`src/rtl/pw_pkg.sv`:
```
package pw_pkg;

    typedef enum logic [1:0] {
        SEQ_IDLE    = 2'd0,
        SEQ_COLLECT = 2'd1,
        SEQ_PROG    = 2'd2
    } seq_state_t;

    typedef struct packed {
        logic       valid;
        logic [7:0] data;
    } byte_evt_t;

    localparam logic [7:0] BUSY_STATUS = 8'hFF;

    // top2 = two most significant address bits, code = block protect code
    function automatic logic prot_hit(input logic [1:0] top2, input logic [1:0] code);
        case (code)
            2'd0:    prot_hit = 1'b0;
            2'd1:    prot_hit = (top2 == 2'b11);
            2'd2:    prot_hit = top2[1];
            default: prot_hit = 1'b1;
        endcase
    endfunction

endpackage

```
`src/rtl/pw_byte_shifter.sv`:
```
module pw_byte_shifter
    import pw_pkg::*;
(
    input  logic      clk,
    input  logic      rst,
    input  logic      clear,
    input  logic      bit_tick,
    input  logic      bit_val,
    output byte_evt_t evt,
    output logic      partial
);
    logic [2:0] cnt;
    logic [6:0] sh;

    always_ff @(posedge clk) begin
        if (rst || clear) begin
            cnt <= '0;
            sh  <= '0;
        end else if (bit_tick) begin
            cnt <= cnt + 3'd1;
            sh  <= {sh[5:0], bit_val};
        end
    end

    always_comb begin
        evt.valid = bit_tick && (cnt == 3'd7);
        evt.data  = {sh, bit_val};
        partial   = (cnt != 3'd0);
    end
endmodule

```
`src/rtl/pw_page_buffer.sv`:
```
module pw_page_buffer #(
    parameter int PAGE_BYTES = 32,
    parameter int OFF_W      = $clog2(PAGE_BYTES)
) (
    input  logic             clk,
    input  logic             rst,
    input  logic             clear,
    input  logic [OFF_W-1:0] start_off,
    input  logic             wr_en,
    input  logic [7:0]       wr_data,
    input  logic [OFF_W-1:0] rd_slot,
    output logic [7:0]       rd_data,
    output logic             rd_valid,
    output logic             any_valid
);
    localparam logic [OFF_W-1:0] LAST_OFF = OFF_W'(PAGE_BYTES - 1);

    logic [7:0]            store [PAGE_BYTES];
    logic [PAGE_BYTES-1:0] filled;
    logic [OFF_W-1:0]      ptr;

    always_ff @(posedge clk) begin
        if (rst) begin
            filled <= '0;
            ptr    <= '0;
        end else if (clear) begin
            filled <= '0;
            ptr    <= start_off;
        end else if (wr_en) begin
            filled[ptr] <= 1'b1;
            ptr         <= (ptr == LAST_OFF) ? '0 : ptr + 1'b1;
        end
    end

    always_ff @(posedge clk) begin
        if (wr_en && !clear) begin
            store[ptr] <= wr_data;
        end
    end

    always_comb begin
        rd_data   = store[rd_slot];
        rd_valid  = filled[rd_slot];
        any_valid = |filled;
    end
endmodule

```
`src/rtl/pw_prog_timer.sv`:
```
module pw_prog_timer #(
    parameter int PAGE_BYTES  = 32,
    parameter int PROG_CYCLES = 5000,
    parameter int OFF_W       = $clog2(PAGE_BYTES),
    parameter int CNT_W       = $clog2(PROG_CYCLES + 1)
) (
    input  logic             clk,
    input  logic             rst,
    input  logic             start,
    output logic             active,
    output logic [OFF_W-1:0] slot,
    output logic             slot_live,
    output logic             done
);
    localparam logic [CNT_W-1:0] LAST_CNT = CNT_W'(PROG_CYCLES - 1);
    localparam logic [CNT_W-1:0] PAGE_CNT = CNT_W'(PAGE_BYTES);

    logic [CNT_W-1:0] cnt;

    always_ff @(posedge clk) begin
        if (rst) begin
            active <= 1'b0;
            cnt    <= '0;
        end else if (start) begin
            active <= 1'b1;
            cnt    <= '0;
        end else if (active) begin
            if (cnt == LAST_CNT) begin
                active <= 1'b0;
            end
            cnt <= cnt + 1'b1;
        end
    end

    always_comb begin
        done      = active && (cnt == LAST_CNT);
        slot_live = active && (cnt < PAGE_CNT);
        slot      = cnt[OFF_W-1:0];
    end
endmodule

```
`src/rtl/page_prog_seq.sv`:
```
module page_prog_seq
    import pw_pkg::*;
#(
    parameter int ADDR_W      = 13,
    parameter int PAGE_BYTES  = 32,
    parameter int PROG_CYCLES = 5000
) (
    input  logic              clk,
    input  logic              rst,
    input  logic              wr_start,
    input  logic [ADDR_W-1:0] wr_addr,
    input  logic              bit_tick,
    input  logic              bit_val,
    input  logic              cs_rise,
    input  logic              wen,
    input  logic [1:0]        bp,
    input  logic              op_valid,
    input  logic              op_is_rdsr,
    input  logic [7:0]        status_in,
    output logic              busy,
    output logic              op_reject,
    output logic [7:0]        rdsr_data,
    output logic              mem_we,
    output logic [ADDR_W-1:0] mem_addr,
    output logic [7:0]        mem_wdata,
    output logic              wen_clear
);
    localparam int OFF_W  = $clog2(PAGE_BYTES);
    localparam int BASE_W = ADDR_W - OFF_W;
    localparam int CNT_W  = $clog2(PROG_CYCLES + 1);

    seq_state_t        state;
    logic [BASE_W-1:0] page_base;
    logic [1:0]        bp_lat;

    byte_evt_t        evt;
    logic             partial;
    logic             start_ok;
    logic             prog_go;
    logic             shift_tick;
    logic [7:0]       buf_data;
    logic             buf_valid;
    logic             buf_any;
    logic             tmr_active;
    logic [OFF_W-1:0] tmr_slot;
    logic             tmr_live;
    logic             tmr_done;
    logic [ADDR_W-1:0] commit_addr;

    always_comb begin
        start_ok    = wr_start && wen && (state == SEQ_IDLE);
        shift_tick  = bit_tick && (state == SEQ_COLLECT);
        prog_go     = (state == SEQ_COLLECT) && cs_rise && buf_any && !partial;
        busy        = (state == SEQ_PROG);
        op_reject   = busy && op_valid && !op_is_rdsr;
        rdsr_data   = busy ? BUSY_STATUS : status_in;
        commit_addr = {page_base, tmr_slot};
    end

    pw_byte_shifter u_shift (
        .clk      (clk),
        .rst      (rst),
        .clear    (start_ok),
        .bit_tick (shift_tick),
        .bit_val  (bit_val),
        .evt      (evt),
        .partial  (partial)
    );

    pw_page_buffer #(
        .PAGE_BYTES (PAGE_BYTES),
        .OFF_W      (OFF_W)
    ) u_buf (
        .clk       (clk),
        .rst       (rst),
        .clear     (start_ok),
        .start_off (wr_addr[OFF_W-1:0]),
        .wr_en     (evt.valid),
        .wr_data   (evt.data),
        .rd_slot   (tmr_slot),
        .rd_data   (buf_data),
        .rd_valid  (buf_valid),
        .any_valid (buf_any)
    );

    pw_prog_timer #(
        .PAGE_BYTES  (PAGE_BYTES),
        .PROG_CYCLES (PROG_CYCLES),
        .OFF_W       (OFF_W),
        .CNT_W       (CNT_W)
    ) u_tmr (
        .clk       (clk),
        .rst       (rst),
        .start     (prog_go),
        .active    (tmr_active),
        .slot      (tmr_slot),
        .slot_live (tmr_live),
        .done      (tmr_done)
    );

    // sequencer state
    always_ff @(posedge clk) begin
        if (rst) begin
            state     <= SEQ_IDLE;
            page_base <= '0;
            bp_lat    <= '0;
            wen_clear <= 1'b0;
        end else begin
            wen_clear <= 1'b0;
            case (state)
                SEQ_IDLE: begin
                    if (start_ok) begin
                        state     <= SEQ_COLLECT;
                        page_base <= wr_addr[ADDR_W-1:OFF_W];
                    end
                end
                SEQ_COLLECT: begin
                    if (prog_go) begin
                        state  <= SEQ_PROG;
                        bp_lat <= bp;
                    end else if (cs_rise) begin
                        state <= SEQ_IDLE;
                    end
                end
                SEQ_PROG: begin
                    if (tmr_done) begin
                        state     <= SEQ_IDLE;
                        wen_clear <= 1'b1;
                    end
                end
                default: state <= SEQ_IDLE;
            endcase
        end
    end

    // commit port, one page offset per cycle at the start of the cycle
    always_ff @(posedge clk) begin
        if (rst) begin
            mem_we    <= 1'b0;
            mem_addr  <= '0;
            mem_wdata <= '0;
        end else begin
            mem_we    <= tmr_live && buf_valid &&
                         !prot_hit(commit_addr[ADDR_W-1 -: 2], bp_lat);
            mem_addr  <= commit_addr;
            mem_wdata <= buf_data;
        end
    end

    // commits only inside the busy window
    assert_we_in_busy_R6: assert property (@(posedge clk) disable iff (rst)
        mem_we |-> busy);

    // busy only begins on a chip select release
    assert_start_on_cs_R4: assert property (@(posedge clk) disable iff (rst)
        $rose(busy) |-> $past(cs_rise));

    // no commit lands in the protected range
    assert_no_prot_commit_R8: assert property (@(posedge clk) disable iff (rst)
        mem_we |-> !prot_hit(mem_addr[ADDR_W-1 -: 2], bp_lat));

    // clear request accompanies the end of busy
    assert_clear_at_end_R7: assert property (@(posedge clk) disable iff (rst)
        $fell(busy) |-> wen_clear);

    // clear request lasts a single cycle
    assert_clear_pulse_R7: assert property (@(posedge clk) disable iff (rst)
        wen_clear |=> !wen_clear);

    // timer and sequencer agree on the cycle window
    assert_timer_match_R6: assert property (@(posedge clk) disable iff (rst)
        tmr_active |-> busy);
endmodule

```
`config.mk`:
```
export PLATFORM = sky130hd
export DESIGN_NAME = page_prog_seq
export DESIGN_NICKNAME = d
export VERILOG_FILES = /design/src/rtl/pw_pkg.sv /design/src/rtl/pw_byte_shifter.sv /design/src/rtl/pw_page_buffer.sv /design/src/rtl/pw_prog_timer.sv /design/src/rtl/page_prog_seq.sv
export SDC_FILE = /design/constraint.sdc
export NUM_CORES = 1
export LEC_CHECK = 0
export BUFFER_PORTS_ARGS = -buffer_cell sky130_fd_sc_hd__buf_2
export CAP_MARGIN = 10
export CELL_PAD_IN_SITES_DETAIL_PLACEMENT = 1
export CELL_PAD_IN_SITES_GLOBAL_PLACEMENT = 1
export CORE_MARGIN = 2
export CORE_UTILIZATION = 50
export CTS_BUF_LIST = sky130_fd_sc_hd__clkbuf_4
export CTS_CLUSTER_DIAMETER = 30
export DETAILED_ROUTE_END_ITERATION = 6
export PLACE_DENSITY = 0.82
export SLEW_MARGIN = 10
export SYNTH_ARGS = -nofsm -noshare
export SYNTH_HDL_FRONTEND = slang
export SYNTH_SLANG_ARGS = --single-unit
```
`constraint.sdc`:
```
create_clock -name clk -period 2.6 [get_ports clk]
set_input_delay 0.13 -clock clk [delete_from_list [all_inputs] [get_ports clk]]
set_output_delay 0.13 -clock clk [all_outputs]
set_load 0.05 [all_outputs]
```
-- Yosys cells after proc, flatten, opt, wreduce, memory -nomap -nowiden
Memory sizes are Yosys's and may differ from the RTL's. A register that Yosys moved wholly into a read port is not among the register bits.
Index checks and enable logic that the tools add are counted.
- register bits: 88
- RAM bits: 256
- input bits: 32
- output and inout bits: 33
- logic and storage cells: 85
- memories kept: 1
- memory list (name ; depth ; bits a word ; read ports ; clocked after Yosys merged registers in ; write ports ; RTL line ; text):
    u_buf.store ; 32 ; 8 ; 1 ; 1 ; 1 ; pw_page_buffer.sv:18 ; logic [7:0] store [PAGE_BYTES];
- add/subtract/negate cells: 3
- magnitude comparators: 4
- equal/unequal tests: 11
- multiplexer cells: 21
- bitwise gates (word level): 2
- reduce and logical (&&, ||, !) cells: 31
- operators by type and width (cell ; count):
    $or A32 B32 Y32 ; 1
    $reduce_or A32 Y1 ; 1
    $logic_and A1 B1 Y1 ; 15
    $mux W5 ; 3
    $add A13 B1 Y13 const B ; 1
    $eq A13 B13 Y1 const B ; 1
    $lt A13 B6 Y1 const B ; 1
    $lt A5 B6 Y1 const B ; 2
    $mux W1 ; 9
    $mux W2 ; 4
    $mux W8 ; 1
    $eq A2 B2 Y1 const B ; 3
    $pmux W2 S3 ; 1
    $reduce_or A2 Y1 ; 3
    $add A5 B1 Y5 const B ; 1
    $bmux W1 S5 ; 1
    $demux W1 S5 ; 1
    $eq A5 B5 Y1 const B ; 1
    $ge A5 B1 Y1 const B ; 1
    $eq A2 B1 Y1 const B ; 2
    $logic_not A1 Y1 ; 4
    $logic_not A2 Y1 ; 2
    $ne A2 B1 Y1 const B ; 2
    $reduce_and A2 Y1 ; 2
    9 further kinds ; 9

-- Depth between registers and ports, before layout
Gate-level depths: netlist (run 1).
- depth after elaboration: 6
- mapped depth: 8
- gate-level depth less buffers: 6

-- By module
A second synthesis (run 1) with hierarchy kept.
- cells, all modules: 845
- area total of the unflattened synthesis: 14071.0 um^2
- modules (own cells, without submodules) (module ; instances ; cells each ; area an instance (um^2) ; sequential area each (um^2)):
    pw_page_buffer ; 1 ; 601 ; 11647.4 ; 8428.1
    page_prog_seq ; 1 ; 117 ; 1234.9 ; 700.7
    pw_prog_timer ; 1 ; 86 ; 757.0 ; 280.3
    pw_byte_shifter ; 1 ; 41 ; 431.7 ; 200.2

-- Worst setup path before layout (run 1)
No wires, ideal clock.
- path kind: flip-flop to output port
- start: register state[0]
- end: output op_reject
- arrival: 1.833 ns
- required time: 2.470 ns
- slack: 0.637 ns
- stages on the path, launching flop included: 4
- buffers on the path: 1
- cells stage by stage: dfxtp_1 > nand2b_1 > clkbuf_1 > nor3b_1
- longest elaborated chain between the ends: 3
- RTL lines (item ; RTL line ; text):
    from (decl) ; page_prog_seq.sv:32 ; seq_state_t state;
    from (signal assigned) ; page_prog_seq.sv:104 ; state <= SEQ_IDLE;
    from (signal assigned) ; page_prog_seq.sv:113 ; state <= SEQ_COLLECT;
    from (signal assigned) ; page_prog_seq.sv:119 ; state <= SEQ_PROG;
    $eq A2 B2 Y1 ; page_prog_seq.sv:54 ; busy = (state == SEQ_PROG);
    $logic_and A1 B1 Y1 (2 in series) ; page_prog_seq.sv:55 ; op_reject = busy && op_valid && !op_is_rdsr;
    to (decl) ; page_prog_seq.sv:21 ; output logic op_reject,
No other way between the ends.

-- Worst setup path after layout (run 1)
- start: register u_buf.ptr[0]
- end: register u_buf.ptr[3]
- longest elaborated chain between the ends: 4
- elaborated cells on any way between the ends: 5
- those cells by class: 1 x add/sub; 1 x eq/ne; 3 x mux
- RTL lines (item ; RTL line ; text):
    from (decl) ; pw_page_buffer.sv:20 ; logic [OFF_W-1:0] ptr;
    from (signal assigned) ; pw_page_buffer.sv:28 ; ptr <= start_off;
    from (signal assigned) ; pw_page_buffer.sv:31 ; ptr <= (ptr == LAST_OFF) ? '0 : ptr + 1'b1;
    $add A5 B1 Y5 or $eq A5 B5 Y1 (tied branches) ; pw_page_buffer.sv:31 ;
    $mux W5 * ; pw_page_buffer.sv:31 ;
    $mux W5 * ; pw_page_buffer.sv:29 ; end else if (wr_en) begin
    $mux W5 * ; pw_page_buffer.sv:26 ; end else if (clear) begin
Every way passes the cells marked *; elsewhere a longest branch is shown, timed or not. The select of a mux whose other input is x is not followed.
A chain may end at the register's enable or synchronous reset.

==> results of run 1 <==
power by group through the flow:
stage | Clock (mW) | Sequential, mW | Combinational, mW
finish | 4.93 | 5.99 | 0.253
CTS | 4.94 | 5.98 | 0.240
detailed placement | 0 | 6.10 | 0.201
global route | 5.31 | 5.98 | 0.266
global placement | 0 | 6.10 | 0.195
floorplan | 0 | 6.12 | 0.106
tightest hold or removal path, cell delays in order:
cell and delay [ns]:
buf_2 0.11, and3_1 0.23, buf_4 0.21, nand2_1 0.07
a21oi_1 0.05
flip-flops by register name, summed over array words and instances (netlist names), 2 cells and up:
register      flops
u_shift.sh        7
u_buf.filled     32
state             2
u_shift.cnt       3
mem_wdata         8
u_buf.ptr         5
mem_addr         13
u_tmr.cnt        13
bp_lat            2
u_buf.store     256
page_base         8
worst max path at each step:
| stage | from | to | slack (ns) | cells after the start |
|---|---|---|---|---|
| 2_1_floorplan | state[0] | op_reject | 0.64 | 3 |
| 4_1_cts | u_tmr.cnt[0] | mem_wdata[4] | 0.35 | 6 |
| 3_5_place_dp | u_tmr.cnt[0] | mem_wdata[4] | 0.44 | 6 |
| 5_1_grt | state[1] | u_buf.ptr[3] | 0.11 | 6 |
| 6_report | u_buf.ptr[0] | u_buf.ptr[3] | 0.16 | 7 |
| 3_3_place_gp | u_tmr.cnt[0] | mem_wdata[4] | 0.52 | 6 |
cell type report:
cell class	count	area share [%]
flip-flops and latches	352	59.3
multi-input cells	435	23.8
repair buffers	150	6.69
clock buffers	129	5.98
well taps	341	2.63
clock inverters	37	1.36
inverters	7	0.162
diodes	1	0.0154
placed cells by master (no fill, tap or decap), drive strengths merged, types with 2 or more instances in the layout:
master | synthesis | final
edfxtp | 256 | 256
clkbuf | 21 | 129
buf | 25 | 118
dfxtp | 96 | 96
nor2 | 82 | 82
mux4 | 70 | 70
nand2 | 53 | 53
o21a | 40 | 40
dlygate4sd3 | 0 | 32
clkinv | 0 | 31
nor2b | 26 | 26
a21oi | 24 | 24
mux2i | 19 | 19
nand2b | 15 | 15
nor4 | 10 | 10
inv | 7 | 10
ha | 9 | 9
a2111oi | 9 | 9
xnor2 | 8 | 8
o22ai | 8 | 8
a211oi | 8 | 8
nand3 | 7 | 7
nand3b | 6 | 6
nand4 | 6 | 6
xor2 | 6 | 6
and3 | 4 | 4
nor3 | 4 | 4
and3b | 3 | 3
a22oi | 3 | 3
bufinv | 0 | 3
o21ai | 2 | 2
nor3b | 2 | 2
o2111ai | 2 | 2
or2 | 2 | 2
metrics by stage:
stage,std cells,area [um^2],hold WS [ns]
floorplan,840,13800,0.229
CTS,1451,16200,0.112
detailed placement,1253,14700,0.379
global placement,1253,14700,0.359
finish,1452,16200,0.162
global route,1452,16200,0.166
per-layer routing:
layer,track usage (%),wire length [um]
met1,34.7,15500
met2,47.2,19900
met3,6.88,2600
met4,11.4,1460
met5,0,0
kinds of logic (layout without fill, tap and decap cells):
kind of cell | count (synthesis) | after routing | synth area share, %
xor gates and xnor gates | 14 | 14 | 0.890
buffers and inverters | 53 | 323 | 2.22
DFF | 352 | 352 | 69.8
and+or+nand+nor | 223 | 223 | 7.86
adders and majority gates | 9 | 9 | 0.818
other | 0 | 1 | 0
AOI/OAI and AO/OA | 100 | 100 | 5.41
muxes | 89 | 89 | 13.0
==> flow_metrics.py, run 1 <==
metrics = {
    "placement": {
        "portBuffers": 64,
        "pre_cts_ws_ns": 0.442,
        "gp_congestion": 0.805,
        "hpwlAfterDp_mm": 23.0,
    },
    "cells_and_area": {
        "nets": 1079,
        "ff_latch_area_um2": 9620,
        "multiInputGateArea_um2": 3860,
        "syn_to_final_growth_pct": 17.7,
        "fill_cells": 2541,
        "postLayoutCoreUtil_pct": 60.0,
        "drive_gt1_share_pct": 30.0,
    },
    "global_route": {
        "grt.overflow.total": 0,
        "grt_first_pass_wirelength_mm": 59.0,
        "grt_pass1_vias": 9556,
        "track_usage_pct": 27.9,
        "grt_max_degree": 51,
        "grt_antenna_before_repair": 1,
    },
    "synthesis": {
        "synth_cells": 840,
        "synth_edf_count": 256,
        "synth_top_cells_by_area": "edfxtp_1 (56%), dfxtp_1 (14%), mux4_2 (10%)",
        "synth-seq-cells": 352,
        "synth.most_common_cell": "edfxtp_1",
        "ys_types": 50,
        "ys_async_sr_fraction_pct": 0,
        "syn_area_per_cell_um2": 16.4,
        "synth_top_area_cell": "edfxtp_1",
        "syn_area_um2": 13800,
        "syn_nets": 881,
        "netlist_top_cells_count": "edfxtp_1 (256), dfxtp_1 (96), nor2_1 (82), mux4_2 (62), nand2_1 (53)",
        "yosys_warnings": 0,
        "ys.flop_type": "edfxtp_1",
        "synth_top_area_share_pct": 55.8,
        "ys_seq_area_share_pct": 69.8,
    },
    "clocking": {
        "htreeDepth": 3,
        "post-cts-setup-buffer-count": 0,
        "path_clk_slew_ns": 0.07,
        "cts-buffers-inserted": 92,
        "holdBufCountCts": 32,
        "cts.path.max_buffers": 3,
        "cts_resized": 0,
        "cts-root-buf": "clkbuf_4",
        "cts.sinks": 352,
        "insertion_delay_ns": 0.73,
        "cts_tree": "yes",
    },
    "die": {
        "initial_utilization_pct": 51.0,
        "fp.dieArea_um2": 28900,
        "rows": 60,
        "dieHeight_um": 170,
        "die_w_um": 170,
        "num_io_pins": 65,
        "coreArea_um2": 27000,
    },
    "pwr": {
        "p_sw_mw": 2.52,
        "seqPwrFrac_pct": 53.6,
        "p_comb_share_pct": 2.3,
        "ir_worst_vdd_v": 0.000330,
        "p_clk_share_pct": 44.1,
        "leakage_nw": 5.73,
        "powerDensity_nw_per_um2": 689,
        "total_power_mw": 11.2,
        "internal-power_mw": 8.65,
        "switching_share_pct": 22.6,
    },
    "worst_hold_path": {
        "hold_depth": 5,
        "holdCritStartpoint": "wen",
        "hold_end": "page_base[6]",
        "hold_class": "input pin to register",
    },
    "route": {
        "routedWlPerCell_um": 27.1,
        "vias": 8751,
        "drcViolationCount": 0,
        "firstDrtPassIters": 7,
        "drt_iter0_drc": 859,
        "ant_nets": 0,
        "viasPerCell": 6.03,
        "wirelength_mm": 39.4,
    },
    "worst_setup_path": {
        "end_kind": "register",
        "worstPathArrival_ns": 3.02,
        "path_class": "register to register",
        "critical_path_required_ns": 3.18,
        "crit-reg2reg-launch": "u_buf.ptr[0]",
        "cp.buffers_inverters": 1,
        "cpMostUsedCell": "ha_1",
        "critical_path.cell_chain": "ha_1, and3_1, ha_1, nor2_1, a22oi_1, a21oi_1, dlygate4sd3_1",
        "rr_worst_depth": 7,
        "worstPathMaxFanout": 6,
        "slowest_delay_ns": 0.60,
        "start_kind": "register",
        "rrSetupSlack_ns": 0.16,
        "crit_family": "buffers and inverters",
        "critical-path-slowest-cell": "dlygate4sd3_1",
        "r2r_end": "u_buf.ptr[3]",
    },
    "sta": {
        "fin_ws_ns": 0.165,
        "max_freq_ghz": 0.411,
        "rsz0062_at_grt": "false",
        "drv_slew": 0,
        "skew_ns": 0.0636,
        "tns_ns": 0,
        "min_period_over_period_pct": 93.7,
        "slew-limit-headroom_pct": 49.4,
        "period_minus_slack_ns": 2.44,
        "hold_viol": 0,
        "finalSetupViolations": 0,
        "tightest_slew_ns": 0.758,
    },
    "run_status": {
        "outcome": "finished clean",
    },
    "job": {
        "drv_cap": 0,
    },
}
No activity file was read; power rests on OpenSTA's default activity.
==> run 2, diff against run 1 <==
==> constraint.sdc (replaced) <==
create_clock -name clk -period 2.6 [get_ports clk]
set_input_delay 0.52 -clock clk [delete_from_list [all_inputs] [get_ports clk]]
set_output_delay 0.52 -clock clk [all_outputs]
set_load 0.05 [all_outputs]
==> flow_metrics.py, run 2 (synthesized netlist as in run 1, its figures left out) <==
metrics = {
    "route": {
        "wirelength_mm": 35.4,
        "firstDrtPassIters": 6,
        "ant_nets": 0,
        "routedWlPerCell_um": 24.8,
        "viasPerCell": 5.85,
        "vias": 8360,
        "drcViolationCount": 0,
        "drt_iter0_drc": 782,
    },
    "worst_setup_path": {
        "crit_start": "state[0]",
        "rrSetupSlack_ns": 0.23,
        "crit-reg2reg-launch": "u_tmr.cnt[0]",
        "start_kind": "register",
        "worstPathMaxFanout": 12,
        "rr_worst_depth": 5,
        "critical_path_required_ns": 2.08,
        "r2r_end": "mem_wdata[5]",
        "worstPathArrival_ns": 1.89,
        "slowest_delay_ns": 0.33,
        "end_kind": "output pin",
        "critical-path-slowest-cell": "dfxtp_1",
        "path_class": "register to output pin",
        "critical_path.cell_chain": "nand2b_2, nor3b_1, buf_2",
    },
    "clocking": {
        "cts-root-buf": "clkbuf_4",
        "cts_resized": 0,
        "holdBufCountCts": 0,
        "cts-buffers-inserted": 90,
        "path_clk_slew_ns": 0.07,
        "cts_tree": "yes",
        "post-cts-setup-buffer-count": 0,
        "cts.sinks": 352,
        "htreeDepth": 3,
        "insertion_delay_ns": 0.73,
        "cts.path.max_buffers": 3,
    },
    "cells_and_area": {
        "fill_cells": 2527,
        "final_area_um2": 16000,
        "final_common_cell": "edfxtp_1",
        "top_regs": "u_buf.store x256, u_buf.filled x32",
        "drive_gt1_share_pct": 32.7,
        "most-common-layout-cells": "edfxtp_1 (256), clkbuf_4 (141), dfxtp_1 (93), nor2_1 (81), buf_2 (64)",
        "largest_reg_flops": 256,
        "syn_to_final_growth_pct": 16.3,
        "regMostFlops": "u_buf.store",
        "nets": 1054,
    },
    "die": {
        "dieHeight_um": 170,
        "rows": 60,
        "num_io_pins": 65,
        "initial_utilization_pct": 51.0,
        "fp.dieArea_um2": 28900,
        "coreArea_um2": 27000,
        "die_w_um": 170,
    },
    "worst_hold_path": {
        "hold_depth": 3,
        "hold_end": "u_buf.ptr[3]",
        "hold_class": "input pin to register",
        "holdCritStartpoint": "wr_addr[3]",
    },
    "pwr": {
        "ir_worst_vdd_v": 0.000336,
        "leakage_nw": 5.65,
        "powerDensity_nw_per_um2": 700,
    },
    "global_route": {
        "grt_antenna_before_repair": 2,
        "grt_first_pass_wirelength_mm": 54.2,
        "grt_pass1_vias": 9012,
        "grt.overflow.total": 0,
        "track_usage_pct": 25.5,
        "grt_max_degree": 52,
    },
    "sta": {
        "drv_slew": 0,
        "min_period_over_period_pct": 92.7,
        "tightest_slew_ns": 0.742,
        "rsz0062_at_grt": "false",
        "finalSetupViolations": 0,
        "skew_ns": 0.0341,
        "tns_ns": 0,
        "hold_viol": 0,
        "max_freq_ghz": 0.415,
        "slew-limit-headroom_pct": 50.5,
        "period_minus_slack_ns": 2.41,
    },
    "placement": {
        "hpwlAfterDp_mm": 22.6,
        "portBuffers": 64,
        "gp_congestion": 0.823,
        "place_area_um2": 14800,
    },
    "run_status": {
        "outcome": "finished clean",
    },
    "job": {
        "drv_cap": 0,
    },
}
## run 2: final cells by class
type / count / area, um^2 / area share [%]
Clock inverter: 25 / 176 / 1.10
Inverter: 7 / 26.3 / 0.164
Tap cell: 341 / 427 / 2.66
Antenna cell: 2 / 5.00 / 0.0312
Clock buffer: 141 / 1060 / 6.61
Multi-Input combinational cell: 435 / 3860 / 24.1
Timing Repair Buffer: 127 / 843 / 5.26
Sequential cell: 352 / 9620 / 60.0
## run 2: where the power goes
part           internal [mW]  switching [mW]  leakage [nW]
Clock                   2.76            2.26         0.738
Sequential              5.96          0.0163          3.24
Combinational         0.0619           0.143          1.68
## run 2: how the worst max path moves through the flow
stage	slack (ns)	endpoint
6_report	0.19	op_reject
5_1_grt	0.05	op_reject
4_1_cts	0.0008	op_reject
3_5_place_dp	0.26	mem_wdata[6]
3_3_place_gp	0.30	mem_wdata[1]
2_1_floorplan	0.25	op_reject
## run 2: through the flow
| stage | total power, mW | setup slack (ns) | instances | hold WS [ns] | util, % |
|---|---|---|---|---|---|
| finish | 11.2 | 0.190 | 1430 | 0.0530 | 59.3 |
| floorplan | 6.23 | 0.247 | 840 | 0.432 | - |
| global route | 11.6 | 0.0495 | 1429 | 0.0233 | 59.3 |
| CTS | 11.3 | 0.000757 | 1428 | 0.0115 | 59.2 |
| global placement | 6.30 | 0.296 | 1262 | 0.437 | 54.7 |
| detailed placement | 6.31 | 0.259 | 1262 | 0.442 | 54.7 |
## run 2: per-layer routing
layer	vias up	GRT usage, %	wire length [um]
met5	-	0	0
met4	0	9.77	954
met3	65	4.70	2060
met2	305	43.1	18200
met1	4358	33.2	14200
li1	3632	-	-
## run 2: critical path: cells and delay by family, from the launching register on
kind                   cells  cell delay [ns]
buffers and inverters      1             0.30
DFF                        1             0.33
and+or+nand+nor            2             0.56
==> run 3, diff against run 2 <==
--- a/config.mk
+++ b/config.mk
@@ -10,12 +10,14 @@
 export CELL_PAD_IN_SITES_DETAIL_PLACEMENT = 1
 export CELL_PAD_IN_SITES_GLOBAL_PLACEMENT = 1
 export CORE_MARGIN = 2
-export CORE_UTILIZATION = 50
+export CORE_UTILIZATION = 45
 export CTS_BUF_LIST = sky130_fd_sc_hd__clkbuf_4
 export CTS_CLUSTER_DIAMETER = 30
 export DETAILED_ROUTE_END_ITERATION = 6
-export PLACE_DENSITY = 0.82
+export MAX_ROUTING_LAYER = met4
+export PLACE_DENSITY = 0.76
 export SLEW_MARGIN = 10
 export SYNTH_ARGS = -nofsm -noshare
 export SYNTH_HDL_FRONTEND = slang
+export SYNTH_HIERARCHICAL = 1
 export SYNTH_SLANG_ARGS = --single-unit
==> flow_metrics.py, run 3 <==
metrics = {
    "run_status": {
        "outcome": "finished clean",
    },
    "worst_setup_path": {
        "crit_start": "u_tmr/cnt[1]",
        "critical_path_required_ns": 3.20,
        "rr_worst_depth": 5,
        "worstPathMaxFanout": 31,
        "worstPathArrival_ns": 2.98,
        "critical_path.cell_chain": "buf_12, mux4_2, mux4_2, mux2_2, nor2b_1",
        "path_class": "register to register",
        "cp.buffers_inverters": 1,
        "crit-reg2reg-launch": "u_tmr/cnt[1]",
        "critPathCapture": "mem_wdata[7]",
        "end_kind": "register",
        "slowest_delay_ns": 0.59,
        "start_kind": "register",
        "critical-path-slowest-cell": "mux4_2",
        "r2r_end": "mem_wdata[7]",
        "crit_family": "multiplexers",
        "rrSetupSlack_ns": 0.21,
        "crit_cells": 5,
        "cpMostUsedCell": "mux4_2",
    },
    "sta": {
        "hold_viol": 0,
        "period_minus_slack_ns": 2.39,
        "rsz0062_at_grt": "false",
        "hold_ws_ns": 0.0606,
        "min_period_over_period_pct": 91.9,
        "tightest_slew_ns": 1.07,
        "drv_slew": 0,
        "max_freq_ghz": 0.419,
        "finalSetupViolations": 0,
        "fin_ws_ns": 0.212,
        "skew_ns": 0.0560,
        "slew-limit-headroom_pct": 28.8,
    },
    "synthesis": {
        "synth_top_area_cell": "edfxtp_1",
        "synth-adder-area-share_pct": 0.800,
        "ys_types": 51,
        "synth_edf_count": 256,
        "muxShareOfSynthArea_pct": 16.4,
        "netlist_top_cells_count": "edfxtp_1 (256), dfxtp_1 (96), mux4_2 (90), nor2_1 (82), a21oi_1 (34)",
        "synth.most_common_cell": "edfxtp_1",
        "synth_xor_area_share_pct": 0.311,
        "syn_nets": 886,
        "yosys_warnings": 6,
        "synth_top_family_by_area": "multiplexers",
        "ys_seq_area_share_pct": 68.3,
        "synth_top_area_share_pct": 54.6,
        "synth-compound-area-share_pct": 2.78,
        "syn_area_per_cell_um2": 16.7,
        "ys.flop_type": "edfxtp_1",
        "synth-seq-cells": 352,
        "ys_async_sr_fraction_pct": 0,
        "synth_cells": 845,
        "synthSimpleGateAreaFrac_pct": 8.78,
        "synth_top_cells_by_area": "edfxtp_1 (55%), mux4_2 (14%), dfxtp_1 (14%)",
        "syn_area_um2": 14100,
    },
    "route": {
        "drcViolationCount": 0,
        "wirelength_mm": 34.6,
        "ant_nets": 0,
        "viasPerCell": 5.51,
        "routedWlPerCell_um": 23.4,
        "drt_iter0_drc": 646,
        "firstDrtPassIters": 5,
        "vias": 8151,
    },
    "die": {
        "fp.dieArea_um2": 32700,
        "die_w_um": 181,
        "dieHeight_um": 181,
        "initial_utilization_pct": 45.9,
        "coreArea_um2": 30700,
        "rows": 64,
        "num_io_pins": 65,
    },
    "cells_and_area": {
        "most-common-layout-cells": "edfxtp_1 (256), clkbuf_4 (134), dfxtp_1 (94), mux4_2 (90), nor2_1 (82)",
        "syn_to_final_growth_pct": 16.8,
        "fill_cells": 2943,
        "final_area_um2": 16400,
        "nets": 1050,
        "final_common_cell": "edfxtp_1",
        "largest_reg_flops": 256,
        "drive_gt1_share_pct": 37.2,
        "postLayoutCoreUtil_pct": 53.6,
        "top_regs": "u_buf/store x256, u_buf/filled x32",
        "regMostFlops": "u_buf/store",
    },
    "pwr": {
        "leakage_nw": 5.37,
        "ir_worst_vdd_v": 0.000303,
        "powerDensity_nw_per_um2": 689,
    },
    "clocking": {
        "cts.sinks": 352,
        "cts.path.max_buffers": 3,
        "insertion_delay_ns": 0.73,
        "cts-root-buf": "clkbuf_4",
        "path_clk_slew_ns": 0.06,
        "htreeDepth": 3,
        "post-cts-setup-buffer-count": 0,
        "cts-buffers-inserted": 90,
        "cts_tree": "yes",
        "cts_resized": 0,
    },
    "placement": {
        "gp_congestion": 0.812,
        "hpwlAfterDp_mm": 23.0,
        "place_area_um2": 15100,
        "pre_cts_ws_ns": 0.208,
        "portBuffers": 64,
    },
    "global_route": {
        "track_usage_pct": 22.4,
        "grt_first_pass_wirelength_mm": 53.5,
        "grt.overflow.total": 0,
        "grt_antenna_before_repair": 1,
        "grt_pass1_vias": 8933,
        "grt_max_degree": 35,
    },
    "job": {
        "drv_cap": 0,
    },
    "worst_hold_path": {
        "hold_class": "input pin to register",
    },
}
run 3: worst min path at each step:
| stage | startpoint | endpoint | slack, ns | depth (start not counted) |
|---|---|---|---|---|
| floorplan | page_base[6] | mem_we | 0.43 | 1 |
| global placement | page_base[3] | page_base[3] | 0.45 | 2 |
| detailed placement | page_base[3] | page_base[3] | 0.45 | 2 |
| CTS | wr_addr[8] | page_base[3] | 0.0003 | 3 |
| global route | wr_addr[7] | page_base[2] | 0.001 | 3 |
| finish | wr_addr[7] | page_base[2] | 0.06 | 3 |
run 3: metal layers:
layer	vias up	global-route usage (%)	share of wire, %
li1	3648	-	-
met1	4225	27.5	41
met2	237	37.2	52
met3	41	4.47	4.8
met4	0	7.45	1.9
met5	-	-	0
run 3: report_power, final:
group | total, mW | internal, mW | switching (mW)
clock | 5.09 | 2.87 | 2.22
combinational | 0.247 | 0.0810 | 0.166
sequential | 5.99 | 5.97 | 0.0248
run 3: stage by stage:
step / power (mW) / TNS, ns / std cells
after floorplan: 6.27 / -1.82 / 845
after global placement: 6.35 / 0 / 1308
after detailed placement: 6.36 / 0 / 1308
after CTS: 11.5 / 0 / 1477
after global routing: 11.8 / 0 / 1479
final: 11.3 / 0 / 1479
run 3: kinds of logic after synthesis:
group                      Yosys count
adders and majority gates            9
buffers and inverters               69
xor gates and xnor gates             5
muxes                              117
AOI/OAI and AO/OA                   64
and+or+nand+nor                    229
DFF                                352
run 3: worst register-to-register path, cell delays in order, from the launching register on:
cell,delay [ns]
dfxtp_4,0.43
buf_12,0.27
mux4_2,0.62
mux4_2,0.54
mux2_2,0.29
nor2b_1,0.13
run 3: area by class of cell:
cell class	count	area, um^2	share of cell area (%)
flip-flops and latches	352	9620	58.5
multi-input cells	424	4100	24.9
clock buffers	134	1010	6.12
repair buffers	129	908	5.53
well taps	396	495	3.01
clock inverters	31	258	1.57
inverters	12	50.0	0.304
diodes	1	2.50	0.0152
run 3: repair_timing:
item	4_1_cts	5_1_grt
endpoints found under the setup margin	0	0
hold buffers	4	1
endpoints found under the hold margin	4	1
